### src/rtl/swp_loop_pkg.sv
package swp_loop_pkg;

    typedef enum logic [1:0] {
        PH_PROLOGUE = 2'd0,
        PH_KERNEL   = 2'd1,
        PH_EPILOGUE = 2'd2,
        PH_DONE     = 2'd3
    } phase_e;

    typedef enum logic {
        BR_COUNTED = 1'b0,
        BR_WHILE   = 1'b1
    } br_kind_e;

    typedef struct packed {
        logic take;
        logic stage_val;
        logic lc_dec;
        logic ec_dec;
    } br_decision_t;

endpackage

### src/rtl/swp_loop_counters.sv
module swp_loop_counters
    import swp_loop_pkg::*;
#(
    parameter int LC_W = 16,
    parameter int EC_W = 6
) (
    input  logic            clk,
    input  logic            rst,
    input  logic            ld,
    input  logic [LC_W-1:0] lc_init,
    input  logic [EC_W-1:0] ec_init,
    input  logic            br_act,
    input  br_kind_e        kind,
    input  logic            qp,
    output logic [LC_W-1:0] lc,
    output logic [EC_W-1:0] ec,
    output br_decision_t    dec
);

    logic ec_gt1;
    logic ec_nz;
    logic keep_going;

    assign ec_gt1 = (ec > EC_W'(1));
    assign ec_nz  = (ec != '0);
    assign keep_going = (kind == BR_COUNTED) ? (lc != '0) : qp;

    always_comb begin
        dec = '0;
        if (keep_going) begin
            dec.take      = 1'b1;
            dec.stage_val = 1'b1;
            dec.lc_dec    = (kind == BR_COUNTED);
        end else if (ec_gt1) begin
            dec.take   = 1'b1;
            dec.ec_dec = 1'b1;
        end else begin
            dec.ec_dec = ec_nz;
        end
    end

    always_ff @(posedge clk) begin
        if (rst) begin
            lc <= '0;
            ec <= '0;
        end else if (ld) begin
            lc <= lc_init;
            ec <= ec_init;
        end else if (br_act) begin
            if (dec.lc_dec) lc <= lc - 1'b1;
            if (dec.ec_dec) ec <= ec - 1'b1;
        end
    end


    while_lc_hold_chk: assert property (@(posedge clk) disable iff (rst)
        (br_act && kind == BR_WHILE) |=> $stable(lc));


    counted_live_chk: assert property (@(posedge clk) disable iff (rst)
        (br_act && kind == BR_COUNTED && lc != '0) |=> (lc == $past(lc) - 1'b1) && $stable(ec));


    ec_no_wrap_chk: assert property (@(posedge clk) disable iff (rst)
        (br_act && ec == '0) |=> (ec == '0));

endmodule

### src/rtl/swp_rot_pred.sv
module swp_rot_pred #(
    parameter int ROT_N = 48,
    localparam int IDX_W = $clog2(ROT_N)
) (
    input  logic             clk,
    input  logic             rst,
    input  logic             rot_go,
    input  logic             stage_val,
    input  logic [IDX_W-1:0] rd_idx,
    output logic [IDX_W-1:0] rrb,
    output logic             rd_val
);

    localparam logic [IDX_W:0]   N_EXT = (IDX_W+1)'(ROT_N);
    localparam logic [IDX_W-1:0] TOP   = IDX_W'(ROT_N - 1);

    logic [ROT_N-1:0] preds;
    logic [IDX_W-1:0] rrb_nx;
    logic [IDX_W:0]   sum;
    logic [IDX_W:0]   phys;

    assign rrb_nx = (rrb == '0) ? TOP : rrb - 1'b1;
    assign sum    = {1'b0, rd_idx} + {1'b0, rrb};
    assign phys   = (sum >= N_EXT) ? sum - N_EXT : sum;
    assign rd_val = preds[phys[IDX_W-1:0]];

    always_ff @(posedge clk) begin
        if (rst) begin
            rrb   <= '0;
            preds <= '0;
        end else if (rot_go) begin
            rrb           <= rrb_nx;
            preds[rrb_nx] <= stage_val;
        end
    end


    rrb_range_chk: assert property (@(posedge clk) disable iff (rst)
        rrb < TOP + 1'b1);


    rot_step_chk: assert property (@(posedge clk) disable iff (rst)
        rot_go |=> (($past(rrb) == '0) ? (rrb == TOP) : (rrb == $past(rrb) - 1'b1)));


    new_slot_chk: assert property (@(posedge clk) disable iff (rst)
        rot_go |=> (preds[rrb] == $past(stage_val)));

endmodule

### src/rtl/swp_phase_track.sv
module swp_phase_track
    import swp_loop_pkg::*;
#(
    parameter int EC_W = 6
) (
    input  logic            clk,
    input  logic            rst,
    input  logic            ld,
    input  logic [EC_W-1:0] ec_init,
    input  logic            br_act,
    input  br_decision_t    dec,
    output phase_e          phase
);

    logic [EC_W-1:0] stages;
    logic [EC_W-1:0] fill;
    logic [EC_W-1:0] fill_nx;
    logic [EC_W:0]   fill_p1;

    assign fill_nx = (fill == '1) ? fill : fill + 1'b1;
    assign fill_p1 = {1'b0, fill_nx} + 1'b1;

    always_ff @(posedge clk) begin
        if (rst) begin
            stages <= '0;
            fill   <= '0;
            phase  <= PH_DONE;
        end else if (ld) begin
            stages <= ec_init;
            fill   <= '0;
            phase  <= (ec_init <= EC_W'(1)) ? PH_KERNEL : PH_PROLOGUE;
        end else if (br_act) begin
            if (!dec.take) begin
                phase <= PH_DONE;
            end else if (!dec.stage_val) begin
                phase <= PH_EPILOGUE;
            end else begin
                fill  <= fill_nx;
                phase <= (fill_p1 >= {1'b0, stages}) ? PH_KERNEL : PH_PROLOGUE;
            end
        end
    end


    drain_phase_chk: assert property (@(posedge clk) disable iff (rst)
        (br_act && dec.take && !dec.stage_val) |=> (phase == PH_EPILOGUE));

endmodule

### src/rtl/swp_loop_ctrl.sv
module swp_loop_ctrl
    import swp_loop_pkg::*;
#(
    parameter int LC_W  = 16,
    parameter int EC_W  = 6,
    parameter int ROT_N = 48,
    localparam int IDX_W = $clog2(ROT_N)
) (
    input  logic             clk,
    input  logic             rst,
    input  logic             ld_en,
    input  logic [LC_W-1:0]  ld_lc,
    input  logic [EC_W-1:0]  ld_ec,
    input  logic             br_go,
    input  logic             br_kind,
    input  logic             br_qp,
    input  logic [IDX_W-1:0] pred_idx,
    output logic             pred_val,
    output logic [LC_W-1:0]  lc_out,
    output logic [EC_W-1:0]  ec_out,
    output logic [IDX_W-1:0] rrb_out,
    output logic [1:0]       phase_out,
    output logic             res_valid,
    output logic             res_taken
);

    br_decision_t dec;
    br_kind_e     kind;
    phase_e       phase;
    logic         br_act;

    assign kind      = br_kind_e'(br_kind);
    assign br_act    = br_go & ~ld_en;
    assign phase_out = phase;

    swp_loop_counters #(.LC_W(LC_W), .EC_W(EC_W)) u_cnt (
        .clk(clk), .rst(rst), .ld(ld_en), .lc_init(ld_lc), .ec_init(ld_ec),
        .br_act(br_act), .kind(kind), .qp(br_qp),
        .lc(lc_out), .ec(ec_out), .dec(dec)
    );

    swp_rot_pred #(.ROT_N(ROT_N)) u_rot (
        .clk(clk), .rst(rst), .rot_go(br_act), .stage_val(dec.stage_val),
        .rd_idx(pred_idx), .rrb(rrb_out), .rd_val(pred_val)
    );

    swp_phase_track #(.EC_W(EC_W)) u_ph (
        .clk(clk), .rst(rst), .ld(ld_en), .ec_init(ld_ec),
        .br_act(br_act), .dec(dec), .phase(phase)
    );

    always_ff @(posedge clk) begin
        if (rst) begin
            res_valid <= 1'b0;
            res_taken <= 1'b0;
        end else begin
            res_valid <= br_act;
            res_taken <= br_act & dec.take;
        end
    end


    fall_ec_zero_chk: assert property (@(posedge clk) disable iff (rst)
        (res_valid && !res_taken) |-> (ec_out == '0));


    fall_done_chk: assert property (@(posedge clk) disable iff (rst)
        (res_valid && !res_taken) |-> (phase == PH_DONE));


    load_quiet_chk: assert property (@(posedge clk) disable iff (rst)
        ld_en |=> (!res_valid && $stable(rrb_out)));

endmodule

### config.mk
export PLATFORM = sky130hd
export DESIGN_NAME = swp_loop_ctrl
export DESIGN_NICKNAME = d
export VERILOG_FILES = /design/src/rtl/swp_loop_pkg.sv /design/src/rtl/swp_loop_counters.sv /design/src/rtl/swp_rot_pred.sv /design/src/rtl/swp_phase_track.sv /design/src/rtl/swp_loop_ctrl.sv
export SDC_FILE = /design/constraint.sdc
export NUM_CORES = 1
export LEC_CHECK = 0
export BUFFER_PORTS_ARGS = -buffer_cell sky130_fd_sc_hd__buf_2
export CAP_MARGIN = 20
export CORE_MARGIN = 2
export CORE_UTILIZATION = 50
export DETAILED_ROUTE_END_ITERATION = 8
export PLACE_DENSITY_LB_ADDON = 0.2
export RECOVER_POWER = 50
export SLEW_MARGIN = 25
export SYNTH_ARGS = -nofsm -noshare
export SYNTH_HDL_FRONTEND = slang
export SYNTH_SLANG_ARGS = --single-unit
### constraint.sdc
create_clock -name clk -period 8.5 [get_ports clk]
set_clock_uncertainty 0.2 [all_clocks]
set_input_delay 1.7 -clock clk [delete_from_list [all_inputs] [get_ports clk]]
set_output_delay 1.7 -clock clk [all_outputs]
set_load 0.02 [all_outputs]
==> run_results.csv, run 1 <==
group,metric,value,unit
sta,max_freq,0.156,GHz
logic_synthesis,ys_seq_elements,92,
logic_synthesis,yosys_warnings,0,
routing,ant_nets,0,
logic_synthesis,synth_edf_count,0,
final_layout,final_area,5950,um^2
routing,finalWirelength,12500,um
logic_synthesis,async_flop_share,0,
clocking,cts_tree,"done",
die,dieArea,11600,um^2
global_routing,antenna_found_initial,0,
setup_path,r2r_cells,13,
global_routing,grt_max_degree,87,
routing,drc,0,
logic_synthesis,synth_top_area_frac,0.343,
die,io_pins,67,
logic_synthesis,syn_avg_cell_area,8.53,um^2
sta,hold_violations,0,
logic_synthesis,syn_area,5370,um^2
clocking,worst_skew_pair.late_latency,380,ps
die,die_y,108,um
min_path,hold_start,"u_ph.stages[0]",
pwr,power_leakage,2.34,nW
clocking,cts_sinks,92,
pwr,switching_power,314,uW
clocking,clk_pin_slew,90,ps
global_routing,grtUsageTotal,0.225,
routing,vias,4633,
sta,finalSetupViolations,0,
global_routing,overflow,0,
sta,max_slew.worst_pin.slew,3780,ps
sta,fin_crit_sh,0.756,
clocking,cts_hold_buf,0,
sta,postLayoutSetupSlackWorst,2070,ps
pwr,netSwitchingFraction,0.302,
final_layout,drive_gt1_frac,0.122,
setup_path,arrival,4530,ps
routing,drt_pass1_iterations,5,
setup_path,critPathCaptureType,"primary output",
setup_path,startpoint_type,"input port",
logic_synthesis,synth_cells,629,
clocking,cts_made_buffers,9,
routing,drt_iter0_drc,266,
sta,period_minus_slack,6430,ps
clocking,ctsResizeCount,0,
logic_synthesis,synth_common_cells,"114 x nor2_1, 92 x dfxtp_1, 55 x nand2_1, 51 x mux2i_1, 40 x a21oi_1",
setup_path,rr_endpoint,"u_ph.phase[0]",
global_routing,grt_first_pass_wirelength,20900,um
min_path,min_path_cells,2,
die,core,10400,um^2
pwr,peakVddDrop,0.0833,mV
final_layout,fin_nets,728,
die,start_util,0.518,
pwr,intPower,723,uW
setup_path,cp.required,6600,ps
setup_path,cpPeakStageDelay,410,ps
outcome,status,"finished with violations",
sta,slew_headroom,-1.52,
logic_synthesis,synth_ff_type,"dfxtp_1",
setup_path,r2r-start,"u_ph.fill[0]",
final_layout,final_util,0.573,
setup_path,crit_chain,"buf_2 -> ha_1 -> fa_1 -> a21o_1 -> a21oi_1 -> xnor2_1 -> ha_1 -> nand3_1 -> nor2_1 -> nor3_1 -> mux2_2 -> a32o_1 -> buf_2",
pwr,power_frac_clock,0.345,
logic_synthesis,yosysTopAreaCell,"dfxtp_1",
placement,dp_cells,798,
logic_synthesis,syn-num-nets,684,
placement,postPlaceCellArea,5750,um^2
die,die_w,108,um
placement,io_buffers,66,
setup_path,path_max_fanout,7,
outcome,violations,"max-capacitance violations, max-slew violations",
placement,post-place-ws,2100,ps
setup_path,crit_buf_inv,2,
min_path,hold_class,"reg2reg",
routing,routedWlPerCell,15.4,um
sta,rsz0062_at_grt,"no",
clocking,htreeDepth,3,
setup_path,ff2ff_setup_slack,5080,ps
setup_path,path_delay_family,"adder cells",
placement,place_congestion,0.847,
clocking,post-cts-setup-buffers,0,
placement,place_hpwl,8770,um
logic_synthesis,ys_seq_area_frac,0.343,
clocking,clockBufferDepth,2,
sta,maxSlewViolCount,87,
logic_synthesis,ys_types,59,
routing,vias_per_cell,5.69,
global_routing,grt_pass1_vias,4339,
final_layout,num_antenna_cells,0,
logic_synthesis,synthTopCellsByArea,"dfxtp_1 34%, mux2i_1 9.5%, nor2_1 8.0%, mux4_2 5.5%, ha_1 4.7%",
sta,fin_tns_setup,0,ps
flow_run,maxCapViolations,1,
final_layout,area_delta_synth_final,10.8,%
setup_path,slowest_stage,"fa_1",
logic_synthesis,synthMostInstantiatedCell,"nor2_1",
clocking,root_buffer,"clkbuf_8",
pwr,seqPwrFrac,0.451,
pwr,powerDensity,174,nW/um^2
die,row_count,37,
setup_path,critical_path_class,"in2out",
min_path,min_to,"u_ph.stages[0]",
final_layout,stdcell_count,814,
pwr,combinationalPowerShare,0.204,
[tightest hold or removal path, stage by stage (launching register included)]
cell	delay [ps]
dfxtp_1	320
nand2_1	60
a21oi_1	50
[power by group through the flow]
stage	Sequential [mW]	Clock, mW	Combinational [mW]
2_1_floorplan	0.482	0	0.154
3_3_place_gp	0.476	0	0.208
3_5_place_dp	0.477	0	0.214
4_1_cts	0.467	0.363	0.215
5_1_grt	0.471	0.381	0.234
6_report	0.468	0.357	0.212
[worst max path at each step]
stage / from / endpoint / slack (ps) / cells after the start
after floorplan: pred_idx[0] / pred_val / 2520 / 11
after global placement: pred_idx[0] / pred_val / 2210 / 13
after detailed placement: pred_idx[0] / pred_val / 2100 / 13
after CTS: pred_idx[0] / pred_val / 2100 / 13
after global routing: pred_idx[0] / pred_val / 1930 / 13
final: pred_idx[0] / pred_val / 2070 / 13
[kinds of logic (layout without fill, tap and decap cells)]
kind of cell | after synthesis | count (layout) | synth area share
compound gates | 111 | 111 | 0.136
xor+xnor | 31 | 31 | 0.0506
fa+ha+maj | 21 | 21 | 0.0503
buf+inv | 54 | 103 | 0.0382
flops | 92 | 92 | 0.343
mux | 67 | 67 | 0.156
simple gates | 253 | 253 | 0.226
[per-stage QoR]
stage / hold WS [ps] / total power [mW]
2_1_floorplan: 245 / 0.636
6_report: 277 / 1.04
3_5_place_dp: 264 / 0.691
3_3_place_gp: 257 / 0.685
5_1_grt: 305 / 1.09
4_1_cts: 280 / 1.04
[state kept, by name, summed over array words and instances (netlist names)]
register     flops
u_rot.rrb        6
u_rot.preds     48
u_cnt.lc        16
u_ph.fill        6
u_ph.stages      6
u_cnt.ec         6
res_valid        1
u_ph.phase       2
res_taken        1
[final cells by class]
class,count,area [um^2]
Clock buffer,10,128
Clock inverter,6,113
Fill cell,961,4420
Inverter,19,71.3
Multi-Input combinational cell,483,3320
Sequential cell,92,1840
Tap cell,136,170
Timing Repair Buffer,68,303
[placed cells by master (no fill, tap or decap), types with 16 or more instances in the layout]
cell type / Yosys / routed
nand2_1: 55 / 55
nor2_1: 114 / 114
o21ai_0: 23 / 23
inv_1: 19 / 18
clkbuf_1: 29 / 33
or3_1: 21 / 21
xor2_1: 16 / 16
buf_2: 2 / 35
dfxtp_1: 92 / 92
mux2i_1: 51 / 51
ha_1: 20 / 20
a21oi_1: 40 / 40
[metal layers]
layer  global-route usage  routed length, um  vias to the layer above
met5                    0                  0                        -
met1                0.305               5790                     2198
met4               0.0714                153                        0
met2                0.362               5930                      131
met3               0.0454                673                       11
li1                     -                  -                     2293
No activity file was read; power rests on OpenSTA's default activity.
==> run 2: changes to the inputs <==
--- a/config.mk
+++ b/config.mk
@@ -5,6 +5,7 @@
 export SDC_FILE = /design/constraint.sdc
 export NUM_CORES = 1
 export LEC_CHECK = 0
+export ABC_AREA = 1
 export BUFFER_PORTS_ARGS = -buffer_cell sky130_fd_sc_hd__buf_2
 export CAP_MARGIN = 20
 export CORE_MARGIN = 2
==> constraint.sdc (replaced) <==
create_clock -name clk -period 5.3 [get_ports clk]
set_clock_uncertainty 0.2 [all_clocks]
set_input_delay 1.06 -clock clk [delete_from_list [all_inputs] [get_ports clk]]
set_output_delay 1.06 -clock clk [all_outputs]
set_load 0.02 [all_outputs]
==> run 2 against run 1 <==
- the run now ends clean
- setup slack lost 1400 ps
- cell area grew 5.1%
- final cell count grew 30%
- core utilization shrank 0.21 points
- routed wire length grew 11%
- global-route usage grew 1.5 points
- sequential cell count is the same
- first-iteration DRC count grew 13%
- sequential share of layout area shrank 1.5 points
- critical endpoint unchanged
- register-to-register slack lost 2800 ps
- largest power group unchanged
==> run_results.csv, run 2 <==
group,metric,value,unit
placement,place_congestion,0.862,
logic_synthesis,synthAdderAreaFrac,0.0478,
final_layout,num_antenna_cells,0,
sta,fin_crit_sh,0.882,
final_layout,area_delta_synth_final,10.5,%
clocking,root_buffer,"clkbuf_16",
sta,fin_tns_setup,0,ps
setup_path,r2r_cells,19,
sta,rsz0062_at_grt,"no",
sta,hold_violations,0,
logic_synthesis,syn_avg_cell_area,6.54,um^2
setup_path,ff2ff_setup_slack,2250,ps
pwr,powerDensity,302,nW/um^2
setup_path,critical_path_class,"in2out",
min_path,hold_class,"reg2reg",
setup_path,cp.required,4040,ps
logic_synthesis,ys_seq_elements,92,
logic_synthesis,synth_edf_count,0,
final_layout,layout_commonest_cell,"nand2_1",
setup_path,arrival,3420,ps
final_layout,top_regs,"u_rot.preds: 48 flops, u_cnt.lc: 16 flops",
die,die_w,110,um
final_layout,final_cell_mix,"198 x nand2_1, 104 x nor2_1, 93 x inv_1",
pwr,intPower,1.25,mW
final_layout,largest_reg_flops,48,
setup_path,path_max_fanout,4,
outcome,status,"finished, final reports clean",
global_routing,grt_max_degree,40,
clocking,cts_tree,"done",
logic_synthesis,synth_common_cells,"198 x nand2_1, 98 x nor2_1, 92 x dfxtp_1, 92 x inv_1, 81 x a21oi_1",
die,dieArea,12200,um^2
final_layout,regMostFlops,"u_rot.preds",
pwr,combinationalPowerShare,0.254,
sta,period_minus_slack,4680,ps
clocking,clk_pin_slew,60,ps
pwr,switching_power,639,uW
pwr,peakVddDrop,0.237,mV
routing,drt_iter0_drc,301,
clocking,clockBufferDepth,2,
clocking,htreeDepth,3,
logic_synthesis,ys_seq_area_frac,0.326,
logic_synthesis,syn-num-nets,919,
routing,vias_per_cell,5.33,
die,start_util,0.517,
global_routing,overflow,0,
logic_synthesis,synth_mux_area_frac,0.00354,
clocking,cts_made_buffers,9,
logic_synthesis,async_flop_share,0,
pwr,seqPwrFrac,0.398,
logic_synthesis,synth_ff_type,"dfxtp_1",
routing,routedWlPerCell,13.2,um
clocking,ctsResizeCount,0,
logic_synthesis,syn_area,5650,um^2
sta,slew_headroom,0.0692,
placement,io_buffers,66,
clocking,worst_skew_pair.late_latency,350,ps
logic_synthesis,ys_types,42,
setup_path,r2r-start,"u_ph.fill[0]",
logic_synthesis,synth_cells,864,
global_routing,grtUsageTotal,0.241,
logic_synthesis,synth_compound_area_frac,0.170,
routing,ant_nets,0,
placement,place_hpwl,9830,um
setup_path,startpoint_type,"input port",
sta,finalSetupViolations,0,
routing,finalWirelength,14000,um
min_path,hold_start,"u_rot.preds[0]",
sta,hold_slack,252,ps
pwr,netSwitchingFraction,0.338,
setup_path,critPathCaptureType,"primary output",
routing,vias,5637,
pwr,power_frac_clock,0.348,
clocking,cts_sinks,92,
global_routing,grt_first_pass_wirelength,23000,um
setup_path,rr_endpoint,"u_ph.phase[0]",
sta,max_slew.worst_pin.slew,1400,ps
sta,maxSlewViolCount,0,
global_routing,grt_pass1_vias,4992,
routing,drc,0,
pwr,p_total,1.89,mW
min_path,min_path_cells,2,
min_path,min_to,"u_rot.preds[0]",
logic_synthesis,synth_simple_gate_area_frac,0.338,
die,core,10900,um^2
die,row_count,38,
die,io_pins,67,
logic_synthesis,synth-xor-area-share,0.0170,
pwr,power_leakage,2.79,nW
logic_synthesis,synth_top_family_by_area,"simple AND/OR/NAND/NOR gates",
flow_run,maxCapViolations,0,
global_routing,antenna_found_initial,0,
final_layout,drive_gt1_frac,0.103,
logic_synthesis,yosysTopAreaCell,"dfxtp_1",
die,die_y,110,um
logic_synthesis,synthMostInstantiatedCell,"nand2_1",
sta,max_freq,0.214,GHz
clocking,cts_hold_buf,0,
clocking,post-cts-setup-buffers,0,
final_layout,fin_nets,969,
logic_synthesis,synth_top_area_frac,0.326,
logic_synthesis,yosys_warnings,0,
routing,drt_pass1_iterations,5,
logic_synthesis,synthTopCellsByArea,"dfxtp_1 33%, nand2_1 13%, a21oi_1 7.2%, nor2_1 6.5%, inv_1 6.1%",
==> run 2: changes by cell type after synthesis, moves of 12 or more <==
cell | before | now
inv_2 | 0 | 13
nand3_1 | 7 | 68
or3_1 | 21 | 0
nor2_1 | 114 | 98
o21ai_0 | 23 | 64
xor2_1 | 16 | 4
mux4_2 | 13 | 0
a21oi_1 | 40 | 81
nand2_1 | 55 | 198
inv_1 | 19 | 92
mux2i_1 | 51 | 2
clkbuf_1 | 29 | 14
==> run 2: layer usage <==
metal | wire length, um | global-route usage | vias to the layer above
li1 | - | - | 2915
met1 | 6670 | 0.313 | 2567
met2 | 6440 | 0.406 | 141
met3 | 724 | 0.0558 | 14
met4 | 144 | 0.0563 | 0
met5 | 0 | 0 | -
==> run 2: power by group through the flow <==
| stage | Clock (mW) | Combinational (mW) | Sequential, mW |
|---|---|---|---|
| 2_1_floorplan | 0 | 0.347 | 0.784 |
| 3_3_place_gp | 0 | 0.484 | 0.766 |
| 3_5_place_dp | 0 | 0.487 | 0.766 |
| 4_1_cts | 0.668 | 0.489 | 0.750 |
| 5_1_grt | 0.696 | 0.539 | 0.755 |
| 6_report | 0.657 | 0.480 | 0.751 |
==> run 2: kinds of logic after synthesis <==
kind of cell,after synthesis
and+or+nand+nor,425
AOI/OAI and AO/OA,177
buffers and inverters,136
DFF,92
adders and majority gates,21
xor gates and xnor gates,11
muxes,2
==> run 2: worst max path at each step <==
stage                     start       end  slack [ps]  cells past startpoint
finish              pred_idx[0]  pred_val         620                     19
global placement    pred_idx[0]  pred_val         650                     19
floorplan           pred_idx[0]  pred_val         980                     17
detailed placement  pred_idx[0]  pred_val         600                     19
CTS                 pred_idx[0]  pred_val         600                     19
global route        pred_idx[0]  pred_val         350                     19
==> run 2: final cells by class <==
class	instances	area, um^2
inverter	106	400
timing repair buffer	69	312
multi-input combinational	636	3220
clock inverter	5	60.1
clock buffer	10	239
tap	140	175
fill	1100	4690
sequential	92	1840
==> run 2: critical path, stage by stage <==
cell,delay [ps]
buf_2,100
ha_1,220
fa_1,410
inv_1,100
o21ai_0,100
xor2_1,280
ha_1,200
nand3_1,70
nor2_1,130
nand3_1,100
nand2_1,90
inv_1,50
nand2_1,80
nand2_1,60
nand2_1,70
inv_1,40
nand3_1,60
nand2_1,50
buf_2,150
==> run 2: metrics by stage <==
stage	std cells	util	area, um^2	setup WS [ps]
CTS	1058	0.579	6330	603
detailed placement	1043	0.551	6030	603
global placement	1043	0.551	6030	654
finish	1058	0.571	6250	624
floorplan	864	-	5650	978
global route	1058	0.571	6250	346
